[config.mk]
export PLATFORM = sky130hd
export DESIGN_NAME = hdlc_tx_fill
export DESIGN_NICKNAME = d
export VERILOG_FILES = /design/src/rtl/hdlc_tx_pkg.sv /design/src/rtl/hdlc_tx_fifo.sv /design/src/rtl/hdlc_tx_serial.sv /design/src/rtl/hdlc_tx_fill.sv
export SDC_FILE = /design/constraint.sdc
export NUM_CORES = 1
export LEC_CHECK = 0
export BUFFER_PORTS_ARGS = -buffer_cell sky130_fd_sc_hd__buf_4
export CAP_MARGIN = 10
export CELL_PAD_IN_SITES_DETAIL_PLACEMENT = 2
export CELL_PAD_IN_SITES_GLOBAL_PLACEMENT = 2
export CORE_MARGIN = 4
export CORE_UTILIZATION = 30
export CTS_CLUSTER_SIZE = 25
export DETAILED_ROUTE_END_ITERATION = 12
export MAX_ROUTING_LAYER = met4
export PLACE_DENSITY_LB_ADDON = 0.1
export SYNTH_ARGS = -nofsm -noshare
export SYNTH_HDL_FRONTEND = slang
export SYNTH_SLANG_ARGS = --single-unit
[constraint.sdc]
create_clock -name clk -period 3.7 [get_ports clk]
set_clock_uncertainty 0.05 [all_clocks]
set_input_delay 0.555 -clock clk [delete_from_list [all_inputs] [get_ports clk]]
set_output_delay 0.555 -clock clk [all_outputs]
set_load 0.05 [all_outputs]
[src/rtl/hdlc_tx_pkg.sv]
package hdlc_tx_pkg;

  localparam int BYTE_W = 8;
  localparam int CRC_W  = 16;

  localparam logic [BYTE_W-1:0] FLAG_BYTE = 8'h7E;
  localparam logic [BYTE_W-1:0] ONES_BYTE = 8'hFF;
  localparam logic [BYTE_W-1:0] GA_BYTE   = 8'h7F;
  localparam logic [CRC_W-1:0]  CRC_PRESET = 16'hFFFF;
  localparam logic [CRC_W-1:0]  CRC_POLY_R = 16'h8408;

  typedef enum logic [1:0] {
    FILL_ONES    = 2'b00,
    FILL_FLAGS   = 2'b01,
    FILL_RAW     = 2'b10,
    FILL_GOAHEAD = 2'b11
  } fill_mode_e;

  typedef enum logic [2:0] {
    FS_OUT,
    FS_BODY,
    FS_FCS_LO,
    FS_FCS_HI,
    FS_CLOSE,
    FS_TERM
  } frame_st_e;

  typedef struct packed {
    logic              abort;
    logic              eop;
    logic [BYTE_W-1:0] data;
  } tx_entry_t;

  function automatic logic [CRC_W-1:0] crc_bit(input logic [CRC_W-1:0] c, input logic b);
    logic fb;
    fb = c[0] ^ b;
    return fb ? ((c >> 1) ^ CRC_POLY_R) : (c >> 1);
  endfunction

  function automatic logic [BYTE_W-1:0] fill_byte(input fill_mode_e m);
    case (m)
      FILL_FLAGS:   return FLAG_BYTE;
      FILL_GOAHEAD: return GA_BYTE;
      default:      return ONES_BYTE;
    endcase
  endfunction

endpackage

[src/rtl/hdlc_tx_fifo.sv]
module hdlc_tx_fifo
  import hdlc_tx_pkg::*;
#(
  parameter int DEPTH = 4,
  localparam int AW = (DEPTH > 1) ? $clog2(DEPTH) : 1,
  localparam int CW = $clog2(DEPTH + 1)
) (
  input  logic              clk,
  input  logic              rst_n,
  input  logic              wr_en,
  input  logic [BYTE_W-1:0] wr_data,
  input  logic              tag_eop_req,
  input  logic              tag_abort_req,
  input  logic              pop,
  output tx_entry_t         rd_entry,
  output logic              empty,
  output logic              full,
  output logic [CW-1:0]     level
);

  tx_entry_t       mem_q [DEPTH];
  logic [AW-1:0]   wr_ptr_q, wr_ptr_n, rd_ptr_q, rd_ptr_n;
  logic [CW-1:0]   cnt_q, cnt_n;
  logic            eop_pend_q, eop_pend_n, abt_pend_q, abt_pend_n;
  logic            push, do_pop;
  tx_entry_t       new_entry;

  function automatic logic [AW-1:0] bump(input logic [AW-1:0] p);
    return (p == AW'(DEPTH - 1)) ? '0 : AW'(p + 1'b1);
  endfunction

  assign full     = (cnt_q == CW'(DEPTH));
  assign empty    = (cnt_q == '0);
  assign level    = cnt_q;
  assign rd_entry = mem_q[rd_ptr_q];
  assign push     = wr_en && !full;
  assign do_pop   = pop && !empty;

  always_comb begin
    new_entry.data  = wr_data;
    new_entry.eop   = eop_pend_q | tag_eop_req;
    new_entry.abort = abt_pend_q | tag_abort_req;
    wr_ptr_n   = push   ? bump(wr_ptr_q) : wr_ptr_q;
    rd_ptr_n   = do_pop ? bump(rd_ptr_q) : rd_ptr_q;
    cnt_n      = CW'(cnt_q + CW'(push) - CW'(do_pop));
    eop_pend_n = push ? 1'b0 : (eop_pend_q | tag_eop_req);
    abt_pend_n = push ? 1'b0 : (abt_pend_q | tag_abort_req);
  end

  always_ff @(posedge clk or negedge rst_n) begin
    if (!rst_n) begin
      wr_ptr_q   <= '0;
      rd_ptr_q   <= '0;
      cnt_q      <= '0;
      eop_pend_q <= 1'b0;
      abt_pend_q <= 1'b0;
    end else begin
      wr_ptr_q   <= wr_ptr_n;
      rd_ptr_q   <= rd_ptr_n;
      cnt_q      <= cnt_n;
      eop_pend_q <= eop_pend_n;
      abt_pend_q <= abt_pend_n;
    end
  end

  // storage has no reset; only entries covered by cnt_q are ever read
  always_ff @(posedge clk) begin
    for (int i = 0; i < DEPTH; i++) begin
      if (push && (wr_ptr_q == AW'(i))) mem_q[i] <= new_entry;
    end
  end

endmodule

[src/rtl/hdlc_tx_serial.sv]
module hdlc_tx_serial
  import hdlc_tx_pkg::*;
(
  input  logic       clk,
  input  logic       rst_n,
  input  logic       tx_en,
  input  fill_mode_e mode,
  input  logic       q_empty,
  input  tx_entry_t  q_entry,
  output logic       q_pop,
  output logic       sdo,
  output logic       sdo_oe,
  output logic       frame_busy,
  output logic       stuff_due
);

  localparam int BCW = $clog2(BYTE_W + 1);
  localparam int OCW = 3;
  localparam logic [OCW-1:0] RUN_MAX = 3'd5;

  frame_st_e          fs_q, fs_n;
  logic [BYTE_W-1:0]  sh_q, sh_n;
  logic [BCW-1:0]     bcnt_q, bcnt_n;
  logic               stf_q, stf_n, crcu_q, crcu_n;
  logic [OCW-1:0]     ones_q, ones_n;
  logic [CRC_W-1:0]   crc_q, crc_n;
  logic               sdo_q, sdo_n, oe_q, oe_n;

  logic               outside, cur_bit, cur_stf, cur_crc;
  logic               ld_stf, ld_crc;
  logic [BYTE_W-1:0]  ld_byte;
  frame_st_e          sel_st;

  assign outside    = (fs_q == FS_OUT) || ((fs_q == FS_TERM) && (bcnt_q == '0));
  assign stuff_due  = (ones_q == RUN_MAX);
  assign frame_busy = !outside;
  assign sdo        = sdo_q;
  assign sdo_oe     = oe_q;
  assign sel_st     = outside ? FS_OUT : fs_q;

  // unit selection at a boundary
  always_comb begin
    ld_byte = ONES_BYTE;
    ld_stf  = 1'b0;
    ld_crc  = 1'b0;
    q_pop   = 1'b0;
    fs_n    = fs_q;
    crc_n   = crc_q;
    if (!stuff_due && !(outside && !tx_en) && (bcnt_q == '0)) begin
      unique case (sel_st)
        FS_OUT: begin
          fs_n = FS_OUT;
          if (mode == FILL_RAW) begin
            if (!q_empty) begin
              q_pop   = 1'b1;
              ld_byte = q_entry.data;
            end
          end else if (!q_empty) begin
            ld_byte = FLAG_BYTE;
            crc_n   = CRC_PRESET;
            fs_n    = FS_BODY;
          end else begin
            ld_byte = fill_byte(mode);
          end
        end
        FS_BODY: begin
          if (q_empty) begin
            fs_n = FS_TERM;
          end else begin
            q_pop = 1'b1;
            if (q_entry.abort) begin
              fs_n = FS_TERM;
            end else begin
              ld_byte = q_entry.data;
              ld_stf  = 1'b1;
              ld_crc  = 1'b1;
              fs_n    = q_entry.eop ? FS_FCS_LO : FS_BODY;
            end
          end
        end
        FS_FCS_LO: begin
          ld_byte = ~crc_q[7:0];
          ld_stf  = 1'b1;
          fs_n    = FS_FCS_HI;
        end
        FS_FCS_HI: begin
          ld_byte = ~crc_q[15:8];
          ld_stf  = 1'b1;
          fs_n    = FS_CLOSE;
        end
        FS_CLOSE: begin
          ld_byte = FLAG_BYTE;
          fs_n    = FS_TERM;
        end
        default: fs_n = FS_OUT;
      endcase
    end
  end

  // bit emission
  always_comb begin
    sh_n    = sh_q;
    bcnt_n  = bcnt_q;
    stf_n   = stf_q;
    crcu_n  = crcu_q;
    ones_n  = ones_q;
    sdo_n   = sdo_q;
    oe_n    = oe_q;
    cur_bit = 1'b1;
    cur_stf = 1'b0;
    cur_crc = 1'b0;
    if (stuff_due) begin
      sdo_n  = 1'b0;
      oe_n   = 1'b1;
      ones_n = '0;
    end else if (outside && !tx_en) begin
      sdo_n  = 1'b1;
      oe_n   = 1'b0;
      bcnt_n = '0;
    end else begin
      if (bcnt_q == '0) begin
        cur_bit = ld_byte[0];
        cur_stf = ld_stf;
        cur_crc = ld_crc;
        sh_n    = {1'b0, ld_byte[BYTE_W-1:1]};
        bcnt_n  = BCW'(BYTE_W - 1);
        stf_n   = ld_stf;
        crcu_n  = ld_crc;
      end else begin
        cur_bit = sh_q[0];
        cur_stf = stf_q;
        cur_crc = crcu_q;
        sh_n    = sh_q >> 1;
        bcnt_n  = BCW'(bcnt_q - 1'b1);
      end
      sdo_n  = cur_bit;
      oe_n   = 1'b1;
      ones_n = (cur_stf && cur_bit) ? OCW'(ones_q + 1'b1) : '0;
    end
  end

  always_ff @(posedge clk or negedge rst_n) begin
    if (!rst_n) begin
      fs_q   <= FS_OUT;
      sh_q   <= '0;
      bcnt_q <= '0;
      stf_q  <= 1'b0;
      crcu_q <= 1'b0;
      ones_q <= '0;
      crc_q  <= CRC_PRESET;
      sdo_q  <= 1'b1;
      oe_q   <= 1'b0;
    end else begin
      fs_q   <= (outside && !tx_en && !stuff_due) ? FS_OUT : fs_n;
      sh_q   <= sh_n;
      bcnt_q <= bcnt_n;
      stf_q  <= stf_n;
      crcu_q <= crcu_n;
      ones_q <= ones_n;
      crc_q  <= cur_crc ? crc_bit(crc_n, cur_bit) : crc_n;
      sdo_q  <= sdo_n;
      oe_q   <= oe_n;
    end
  end

endmodule

[src/rtl/hdlc_tx_fill.sv]
module hdlc_tx_fill
  import hdlc_tx_pkg::*;
#(
  parameter int DEPTH = 4,
  localparam int CW = $clog2(DEPTH + 1)
) (
  input  logic        clk,
  input  logic        rst_n,
  input  logic        wr_en,
  input  logic [7:0]  wr_data,
  input  logic        tag_eop_req,
  input  logic        tag_abort_req,
  output logic        fifo_full,
  input  logic        tx_en,
  input  logic [1:0]  fill_mode,
  output logic        sdo,
  output logic        sdo_oe
);

  tx_entry_t     q_entry;
  logic          q_empty, fifo_pop, frame_busy, stuff_due;
  logic [CW-1:0] fifo_level;

  hdlc_tx_fifo #(.DEPTH(DEPTH)) u_fifo (
    .clk           (clk),
    .rst_n         (rst_n),
    .wr_en         (wr_en),
    .wr_data       (wr_data),
    .tag_eop_req   (tag_eop_req),
    .tag_abort_req (tag_abort_req),
    .pop           (fifo_pop),
    .rd_entry      (q_entry),
    .empty         (q_empty),
    .full          (fifo_full),
    .level         (fifo_level)
  );

  hdlc_tx_serial u_ser (
    .clk        (clk),
    .rst_n      (rst_n),
    .tx_en      (tx_en),
    .mode       (fill_mode_e'(fill_mode)),
    .q_empty    (q_empty),
    .q_entry    (q_entry),
    .q_pop      (fifo_pop),
    .sdo        (sdo),
    .sdo_oe     (sdo_oe),
    .frame_busy (frame_busy),
    .stuff_due  (stuff_due)
  );

endmodule

==> results of run 1 <==
-- cells in the mapped netlist, drive strengths merged (6+ instances only) --
| library cell | n |
|---|---|
| nand3 | 15 |
| a21oi | 11 |
| nor2 | 14 |
| mux4 | 10 |
| nand2 | 52 |
| o2bb2ai | 6 |
| edfxtp | 40 |
| nor2b | 7 |
| clkbuf | 6 |
| dfstp | 17 |
| dfrtp | 29 |
| buf | 12 |
| o21ai | 21 |
| nor3 | 10 |
| and2 | 6 |
| ha | 10 |
| inv | 14 |
| mux2i | 8 |
| a2bb2oi | 7 |
-- registers in the layout, indices dropped and copies added, names as in the netlist, 2 cells and up --
register,cells
u_ser.bcnt_q,4
u_fifo.rd_ptr_q,2
u_ser.ones_q,3
u_ser.fs_q,3
u_ser.sh_q,7
u_fifo.mem_q,40
u_fifo.wr_ptr_q,2
u_ser.crc_q,16
u_fifo.level,3
-- worst register-to-register path, delay by kind of cell, from the launching register on --
kind / cells / cell delay, ns
fa+ha+maj: 4 / 0.95
buf+inv: 4 / 0.38
flops: 1 / 0.38
compound gates: 2 / 0.32
xor+xnor: 2 / 0.28
simple gates: 2 / 0.57
-- logic make-up after synthesis --
| family | after synthesis | synth area share |
|---|---|---|
| and+or+nand+nor | 129 | 0.161 |
| DFF | 86 | 0.555 |
| AOI/OAI and AO/OA | 78 | 0.131 |
| buffers and inverters | 32 | 0.0337 |
| muxes | 20 | 0.0767 |
| adders and majority gates | 11 | 0.0340 |
| xor gates and xnor gates | 4 | 0.00820 |
-- cells in the final DEF (no fill, tap or decap), types with 4 or more instances in the layout --
cell       instances
mux2i_1            8
o21ai_0           16
nor2b_1            7
inv_6              4
ha_1              10
mux4_2            10
nand2_1           52
nand3_1           15
inv_1             14
buf_4             28
o21ai_1            5
and2_1             6
clkbuf_16          9
a2bb2oi_1          7
o2bb2ai_1          6
a21oi_1           11
dfrtp_1           29
edfxtp_1          40
nor3_1             7
dfstp_2           17
nor2_1            13
o22ai_1            5
-- metal layers --
layer  up-vias  routed length [um]  track usage
li1       1365                   -            -
met1      1505                4960        0.184
met2        32                5230        0.234
met3        10                 307       0.0360
met4         0                 153       0.0580
met5         -                   0            -
-- power breakdown --
group / total, mW / leakage [nW] / internal (mW) / switching [mW]
sequential: 1.64 / 0.901 / 1.38 / 0.263
combinational: 1.53 / 0.809 / 0.652 / 0.883
clock: 0.966 / 0.149 / 0.538 / 0.428
total: 4.14 / 1.86 / 2.57 / 1.57
-- worst max path at each step --
| stage | endpoint | cells after the start |
|---|---|---|
| 6_report | u_fifo.level[2] | 14 |
| 5_1_grt | u_fifo.level[2] | 14 |
| 4_1_cts | u_fifo.level[2] | 14 |
| 3_5_place_dp | u_fifo.level[2] | 14 |
| 3_3_place_gp | u_fifo.level[2] | 14 |
| 2_1_floorplan | u_fifo.level[1] | 7 |
-- area by class of cell --
cell class / instances / area share
flip-flops and latches: 86 / 0.482
multi-input cells: 242 / 0.357
clock buffers: 9 / 0.0457
well taps: 180 / 0.0457
repair buffers: 28 / 0.0427
clock inverters: 7 / 0.0170
inverters: 14 / 0.0107
-- stage by stage --
step / utilization / cell area (sq um)
after global placement: 0.331 / 4620
after detailed placement: 0.331 / 4620
after floorplan: - / 4270
after global routing: 0.354 / 4930
final: 0.354 / 4930
after CTS: 0.354 / 4930
==> flow_metrics.tcl, run 1 <==
set metrics [dict create \
    status "finished clean" \
    core_sq_um 13900 \
    clkSinkCount 86 \
    critPathSlowestCell "dfrtp_1" \
    setup_viol_count_final 0 \
    viasPerCell 5.14 \
    dieArea_sq_um 16200 \
    diodes 0 \
    cts_hold_buf 0 \
    register_area_sq_um 2370 \
    max_stage_delay_ns 0.38 \
    path_clk_slew_ns 0.07 \
    clock_latency_ns 0.36 \
    pre_cts_ws_ns 0.670 \
    wire_per_inst_um 18.8 \
    crit_arrival_ns 3.22 \
    whs_ns 0.171 \
    critPathCaptureType "flop" \
    routed_wl_um 10700 \
    ys_warn_count 0 \
    synth_ff_type "edfxtp_1" \
    ir_drop_mv 0.286 \
    first_iter_violations 96 \
    r2r_cells 14 \
    path_delay_family "adder cells" \
    rsz0062_at_grt "no" \
    maxCapViolCount 0 \
    period_minus_slack_ns 3.04 \
    ctsResizeCount 0 \
    worstPathRequired_ns 3.89 \
    yosysTopAreaCell "edfxtp_1" \
    total_power_mw 4.14 \
    crit_fanout 4 \
    n_fill_cell 1447 \
    die_width_um 127 \
    synthArstFlopShare 0.535 \
    r2r_setup_slack_ns 0.66 \
    port_buffers 18 \
    synth.top_cell.area_share 0.281 \
    track_usage 0.148 \
    p_leak_nw 1.86 \
    finalSetupTns_ns 0 \
    slew_headroom 0.428 \
    cts_root_buffer "clkbuf_16" \
    io_pins 19 \
    syn_inst 360 \
    cp.buffers_inverters 4 \
    rr_endpoint "u_fifo.level[2]" \
    synth-edff-count 40 \
    crit_chain "inv_1 -> ha_1 -> nor3b_2 -> a31o_2 -> a21oi_1 -> nor4_2 -> buf_4 -> ha_1 -> inv_1 -> ha_1 -> inv_1 -> fa_1 -> xnor2_1 -> xnor2_1" \
    final_cells 566 \
    grt_first_pass_wirelength_um 17900 \
    ctsHtreeMaxLevel 3 \
    slew_viol_final 0 \
    antenna_found_initial 0 \
    cts_buffer_depth 2 \
    rows 43 \
    setup_slack_ns 0.664 \
    hp-class "input port to asynchronous set/reset pin" \
    max_freq_mhz 329 \
    syn_area_per_cell_sq_um 11.9 \
    syn2layout_area_growth_pct 15.3 \
    ys_top_cells_by_area "edfxtp_1 28%, dfrtp_1 17%, dfstp_2 10%" \
    multi_input_area_sq_um 1760 \
    crit_type "flop to flop" \
    num_vias 2912 \
    drc 0 \
    drive_above_1_share 0.233 \
    min_period_over_period 0.821 \
    dp_hpwl_um 7470 \
    initial_core_util 0.307 \
    cts_tree "done" \
    ant_nets 0 \
    gp_congestion 0.747 \
    tightest_slew_ns 0.858 \
    grt_pass1_vias 3290 \
    timing.final.hold_violations 0 \
    yosys.cell_types.count 66 \
    dp.cells 550 \
    synth_nets 387 \
    syn_area_sq_um 4270 \
    r2r-start "u_ser.bcnt_q[0]" \
    seq_area_frac_synth 0.555 \
    start_kind "flop" \
    power_density_nw_per_um2 841 \
    post_cts_buffers 0 \
    ys_ff_latch 86 \
    grt_max_degree 47 \
    crit_path_start "u_ser.bcnt_q[0]" \
    grt_overflow 0 \
    drt_first_pass_iters 4 \
    nets 408 \
    cts_inserted_buffers 9 \
    die_h_um 127 \
]
No activity file was read; power rests on OpenSTA's default activity.
==> inputs of run 2 (changes only) <==
--- a/config.mk
+++ b/config.mk
@@ -5,6 +5,7 @@
 export SDC_FILE = /design/constraint.sdc
 export NUM_CORES = 1
 export LEC_CHECK = 0
+export ABC_AREA = 1
 export BUFFER_PORTS_ARGS = -buffer_cell sky130_fd_sc_hd__buf_4
 export CAP_MARGIN = 10
 export CELL_PAD_IN_SITES_DETAIL_PLACEMENT = 2
==> constraint.sdc (replaced) <==
create_clock -name clk -period 2.9 [get_ports clk]
set_clock_uncertainty 0.05 [all_clocks]
set_input_delay 0.435 -clock clk [delete_from_list [all_inputs] [get_ports clk]]
set_output_delay 0.435 -clock clk [all_outputs]
set_load 0.05 [all_outputs]
==> flow_metrics.tcl, run 2 <==
set metrics [dict create \
    die_width_um 127 \
    num_vias 3135 \
    ys_ff_latch 86 \
    ctsHtreeMaxLevel 3 \
    cts_hold_buf 0 \
    drt_first_pass_iters 4 \
    track_usage 0.150 \
    grt_pass1_vias 3332 \
    whs_ns 0.0601 \
    port_buffers 18 \
    largest-register "u_fifo.mem_q" \
    cts_buffer_depth 2 \
    crit_arrival_ns 2.88 \
    ys_warn_count 0 \
    crit_type "flop to flop" \
    dp.cells 638 \
    gp_congestion 0.722 \
    period_minus_slack_ns 2.69 \
    crit_chain "inv_1 -> ha_4 -> nand2_2 -> nor2_4 -> nand2_2 -> nand2_4 -> nand2_4 -> nand3_4 -> inv_1 -> nand2_1 -> inv_1 -> ha_1 -> inv_1 -> ha_1 -> inv_1 -> fa_1 -> xor2_1" \
    drc 0 \
    slew_headroom 0.572 \
    dieArea_sq_um 16100 \
    critPathSlowestCell "fa_1" \
    maxCapViolCount 0 \
    synth.top_cell.area_share 0.283 \
    setup_viol_count_final 0 \
    min_period_over_period 0.929 \
    yosys.cell_types.count 38 \
    start_kind "flop" \
    largest_reg_flops 40 \
    status "finished clean" \
    diodes 0 \
    rsz0062_at_grt "no" \
    path_clk_slew_ns 0.07 \
    core_sq_um 13900 \
    yosysTopAreaCell "edfxtp_1" \
    grt_max_degree 47 \
    final_cells 656 \
    crit_top_cell "inv_1" \
    p_leak_nw 2.08 \
    grt_first_pass_wirelength_um 18200 \
    syn_area_sq_um 4240 \
    ys_top_cells_by_area "edfxtp_1 28%, dfrtp_1 17%, dfstp_2 11%" \
    grt_overflow 0 \
    design_area_sq_um 4940 \
    placed_area_sq_um 4630 \
    cts_root_buffer "clkbuf_16" \
    critPathCaptureType "flop" \
    viasPerCell 4.78 \
    mostFrequentLayoutCell "nand2_1" \
    r2r_cells 17 \
    max_freq_mhz 371 \
    dp_hpwl_um 7970 \
    syn2layout_area_growth_pct 16.6 \
    power_density_nw_per_um2 1170 \
    slew_viol_final 0 \
    clkSinkCount 86 \
    syn_area_per_cell_sq_um 9.68 \
    top_regs "u_fifo.mem_q (40), u_ser.crc_q (16), u_ser.sh_q (7)" \
    rows 43 \
    finalSetupTns_ns 0 \
    final_cell_mix "66 x nand2_1, 58 x o21ai_0, 46 x inv_1" \
    wire_per_inst_um 16.9 \
    antenna_found_initial 0 \
    initial_core_util 0.305 \
    crit_fanout 5 \
    seq_area_frac_synth 0.560 \
    routed_wl_um 11100 \
    r2r_setup_slack_ns 0.21 \
    nets 498 \
    tightest_slew_ns 0.642 \
    syn_inst 438 \
    drive_above_1_share 0.221 \
    cts_tree "done" \
    hp-class "input port to asynchronous set/reset pin" \
    clock_latency_ns 0.34 \
    timing.final.hold_violations 0 \
    cts_inserted_buffers 9 \
    utilization 0.356 \
    synth_common_cells "66 x nand2_1, 58 x o21ai_0, 46 x inv_1, 40 x edfxtp_1, 40 x nor2_1" \
    ant_nets 0 \
    synth_nets 465 \
    max_stage_delay_ns 0.37 \
    yosysMostFrequentCell "nand2_1" \
    worstPathRequired_ns 3.08 \
    synth-edff-count 40 \
    first_iter_violations 119 \
    synth_ff_type "edfxtp_1" \
    n_fill_cell 1534 \
    die_h_um 127 \
    synthArstFlopShare 0.535 \
    ir_drop_mv 0.384 \
    io_pins 19 \
]
==> run 2: what timing repair did <==
action,in CTS,in global routing
resized for setup,0,2
setup buffers,0,2
setup endpoints to repair,0,2
==> run 2: path summary, 6_finish.rpt <==
path	to	startpoint
max in group asynchronous	u_ser.sh_q[2]	rst_n
worst max-delay path	u_fifo.level[2]	u_ser.bcnt_q[0]
worst min register to register	u_fifo.abt_pend_q	u_fifo.abt_pend_q
worst max register to register	u_fifo.level[2]	u_ser.bcnt_q[0]
min in group clk	u_fifo.mem_q[0][5]	wr_data[5]
worst min-delay path	u_ser.bcnt_q[0]	rst_n
==> run 2: kinds of logic (layout without fill, tap and decap cells) <==
kind of cell	Yosys count	in the layout	share of synthesized area
AND/OR/NAND/NOR	163	163	0.193
flip-flops	86	86	0.560
adder cells (fa/ha/maj)	11	11	0.0342
AO/OA/AOI/OAI	110	110	0.143
buffers and inverters	65	103	0.0632
XOR/XNOR	3	3	0.00620
==> run 2: critical path: cells and delay by family (launching register included) <==
family / cells / cell delay, ns
adder cells (fa/ha/maj): 4 / 0.99
AND/OR/NAND/NOR: 7 / 0.59
buffers and inverters: 5 / 0.41
flip-flops: 1 / 0.36
XOR/XNOR: 1 / 0.17
==> run 2: cell type report <==
type	instances	area [sq um]	area share
Clock buffer	9	225	0.0456
Clock inverter	7	55.1	0.0111
Inverter	54	205	0.0415
Multi-Input combinational cell	287	1610	0.326
Sequential cell	86	2370	0.480
Tap cell	180	225	0.0456
Timing Repair Buffer	33	248	0.0501
==> run 2: metrics by stage <==
step	total power, mW	setup WS, ns
6_report	5.77	0.206
5_1_grt	6.31	0.0120
4_1_cts	5.85	0.0709
3_5_place_dp	4.70	0.0857
3_3_place_gp	4.61	0.198
2_1_floorplan	3.87	0.217
==> run 2: power breakdown <==
part / total [mW] / switching, mW / internal (mW)
logic: 2.66 / 1.76 / 0.902
registers: 2.01 / 0.216 / 1.79
clock network: 1.11 / 0.514 / 0.591
total: 5.77 / 2.49 / 3.29
==> run 2: per-layer routing <==
layer | GRT usage | vias up | share of wire
met5 | - | - | 0
met4 | 0.0511 | 0 | 0.015
met3 | 0.0253 | 10 | 0.017
met2 | 0.244 | 24 | 0.49
met1 | 0.191 | 1556 | 0.48
li1 | - | 1545 | -
==> inputs of run 3 (changes only) <==
==> constraint.sdc (replaced) <==
create_clock -name clk -period 2.9 [get_ports clk]
set_clock_uncertainty 0.05 [all_clocks]
set_input_delay 0.145 -clock clk [delete_from_list [all_inputs] [get_ports clk]]
set_output_delay 0.145 -clock clk [all_outputs]
set_load 0.05 [all_outputs]
==> flow_metrics.tcl, run 3 (synthesized netlist as in run 2, its figures left out) <==
set metrics [dict create \
    cts_inserted_buffers 9 \
    slew_viol_final 0 \
    dp.cells 637 \
    p_int_mw 3.26 \
    comb_power_share 0.458 \
    drive_above_1_share 0.207 \
    p_sw_frac 0.427 \
    worstPathRequired_ns 3.08 \
    status "finished clean" \
    final_cells 664 \
    path_delay_family "adder cells" \
    slew_headroom 0.575 \
    nets 506 \
    syn2layout_area_growth_pct 18.2 \
    start_kind "flop" \
    timing.final.hold_violations 0 \
    core_sq_um 13900 \
    power_density_nw_per_um2 1140 \
    multi_input_area_sq_um 1610 \
    grt_first_pass_wirelength_um 19000 \
    viasPerCell 4.80 \
    hold_depth 3 \
    drc 0 \
    initial_core_util 0.305 \
    largest-register "u_fifo.mem_q" \
    min_period_over_period 0.912 \
    first_iter_violations 122 \
    wire_per_inst_um 16.8 \
    max_freq_mhz 378 \
    max_stage_delay_ns 0.37 \
    r2r_cells 17 \
    rows 43 \
    crit_arrival_ns 2.82 \
    ctsHtreeMaxLevel 3 \
    clkSinkCount 86 \
    critPathSlowestCell "fa_1" \
    routed_wl_um 11100 \
    crit_type "flop to flop" \
    n_fill_cell 1529 \
    register_area_sq_um 2370 \
    period_minus_slack_ns 2.64 \
    top_regs "u_fifo.mem_q (40), u_ser.crc_q (16), u_ser.sh_q (7)" \
    track_usage 0.156 \
    crit_top_cell "inv_1" \
    cts_root_buffer "clkbuf_16" \
    clock_latency_ns 0.34 \
    crit_chain "inv_1 -> ha_4 -> nand2_2 -> nor2_4 -> nand2_2 -> nand2_4 -> nand2_4 -> nand3_4 -> inv_1 -> nand2_1 -> inv_1 -> ha_1 -> inv_1 -> ha_1 -> inv_1 -> fa_1 -> xor2_1" \
    grt_max_degree 47 \
    cp.buffers_inverters 5 \
    cp.depth 17 \
    port_buffers 18 \
    p_leak_nw 2.10 \
    cts_tree "done" \
    io_pins 19 \
    die_width_um 127 \
    clockPowerShare 0.184 \
    final_cell_mix "66 x nand2_1, 58 x o21ai_0, 45 x inv_1" \
    rsz0062_at_grt "no" \
    crit_fanout 5 \
    gp_congestion 0.738 \
    ant_nets 0 \
    largest_reg_flops 40 \
    critPathCaptureType "flop" \
    dieArea_sq_um 16100 \
    hp-class "input port to flop" \
    switchingPower_mw 2.43 \
    path_clk_slew_ns 0.06 \
    drt_first_pass_iters 4 \
    grt_pass1_vias 3583 \
    cts_buffer_depth 2 \
    finalSetupTns_ns 0 \
    maxCapViolCount 0 \
    grt_overflow 0 \
    diodes 0 \
    num_vias 3184 \
    mostFrequentLayoutCell "nand2_1" \
    whs_ns 0.0181 \
    tightest_slew_ns 0.638 \
    setup_viol_count_final 0 \
    utilization 0.361 \
    die_h_um 127 \
    antenna_found_initial 0 \
    dp_hpwl_um 7860 \
    ir_drop_mv 0.369 \
    pwr-share-seq 0.358 \
]
==> run 3: cell types whose count changed in the layout (fill, tap and decap cells not counted), sizes merged <==
| cell | before | now |
|---|---|---|
| dlygate4sd3 | 0 | 10 |
| inv | 56 | 53 |
| buf | 33 | 31 |
| clkbuf | 9 | 11 |
| clkinv | 4 | 5 |
==> run 3: worst paths after layout <==
check,startpoint,slack [ns],to
max in group asynchronous,rst_n,2.06,u_ser.sh_q[3]
min reg2reg,u_fifo.eop_pend_q,0.48,u_fifo.eop_pend_q
min,tag_abort_req,0.02,u_fifo.abt_pend_q
min in group asynchronous,rst_n,0.32,u_ser.sdo_oe
max,u_ser.bcnt_q[1],0.26,u_fifo.level[2]
max reg2reg,u_ser.bcnt_q[1],0.26,u_fifo.level[2]
==> run 3: metrics by stage <==
stage          worst slack [ns]  cell area [sq um]  power (mW)
2_1_floorplan             0.217               4240        3.87
3_3_place_gp              0.192               4630        4.58
3_5_place_dp              0.110               4630        4.67
4_1_cts                  0.0645               4990        5.78
5_1_grt                  0.0228               5010        6.26
6_report                  0.256               5010        5.69
==> run 3: final cells by class <==
class	count	area share
flip-flops and latches	86	0.474
well taps	180	0.0450
clock buffers	11	0.0465
inverters	54	0.0410
clock inverters	5	0.00575
repair buffers	41	0.0665
multi-input cells	287	0.321
==> run 3: repair_timing <==
action                                  CTS  global route
endpoints found under the setup margin    0             2
buffers inserted                          0             1
hold buffers                             10             0
hold endpoints to repair                 62             0
resized for setup                         0             3
==> run 3: power by group through the flow <==
stage | Sequential (mW) | Clock [mW] | Combinational (mW)
after CTS | 2.05 | 1.09 | 2.64
final | 2.04 | 1.05 | 2.60
after floorplan | 2.00 | 0 | 1.86
after global placement | 2.05 | 0 | 2.54
after detailed placement | 2.06 | 0 | 2.61
after global routing | 2.10 | 1.15 | 3.02
==> run 3: routing by layer <==
layer,global-route usage,vias to the layer above,part of all wire
met5,-,-,0
met4,0.0606,0,0.019
li1,-,1562,-
met1,0.195,1585,0.48
met3,0.0265,12,0.019
met2,0.252,25,0.48
==> run 3: worst reg2reg max path: stages, from the launching register on <==
cell,delay (ns)
dfrtp_1,0.36
inv_1,0.13
ha_4,0.19
nand2_2,0.07
nor2_4,0.15
nand2_2,0.08
nand2_4,0.07
nand2_4,0.07
nand3_4,0.07
inv_1,0.08
nand2_1,0.08
inv_1,0.08
ha_1,0.28
inv_1,0.06
ha_1,0.14
inv_1,0.05
fa_1,0.37
xor2_1,0.17
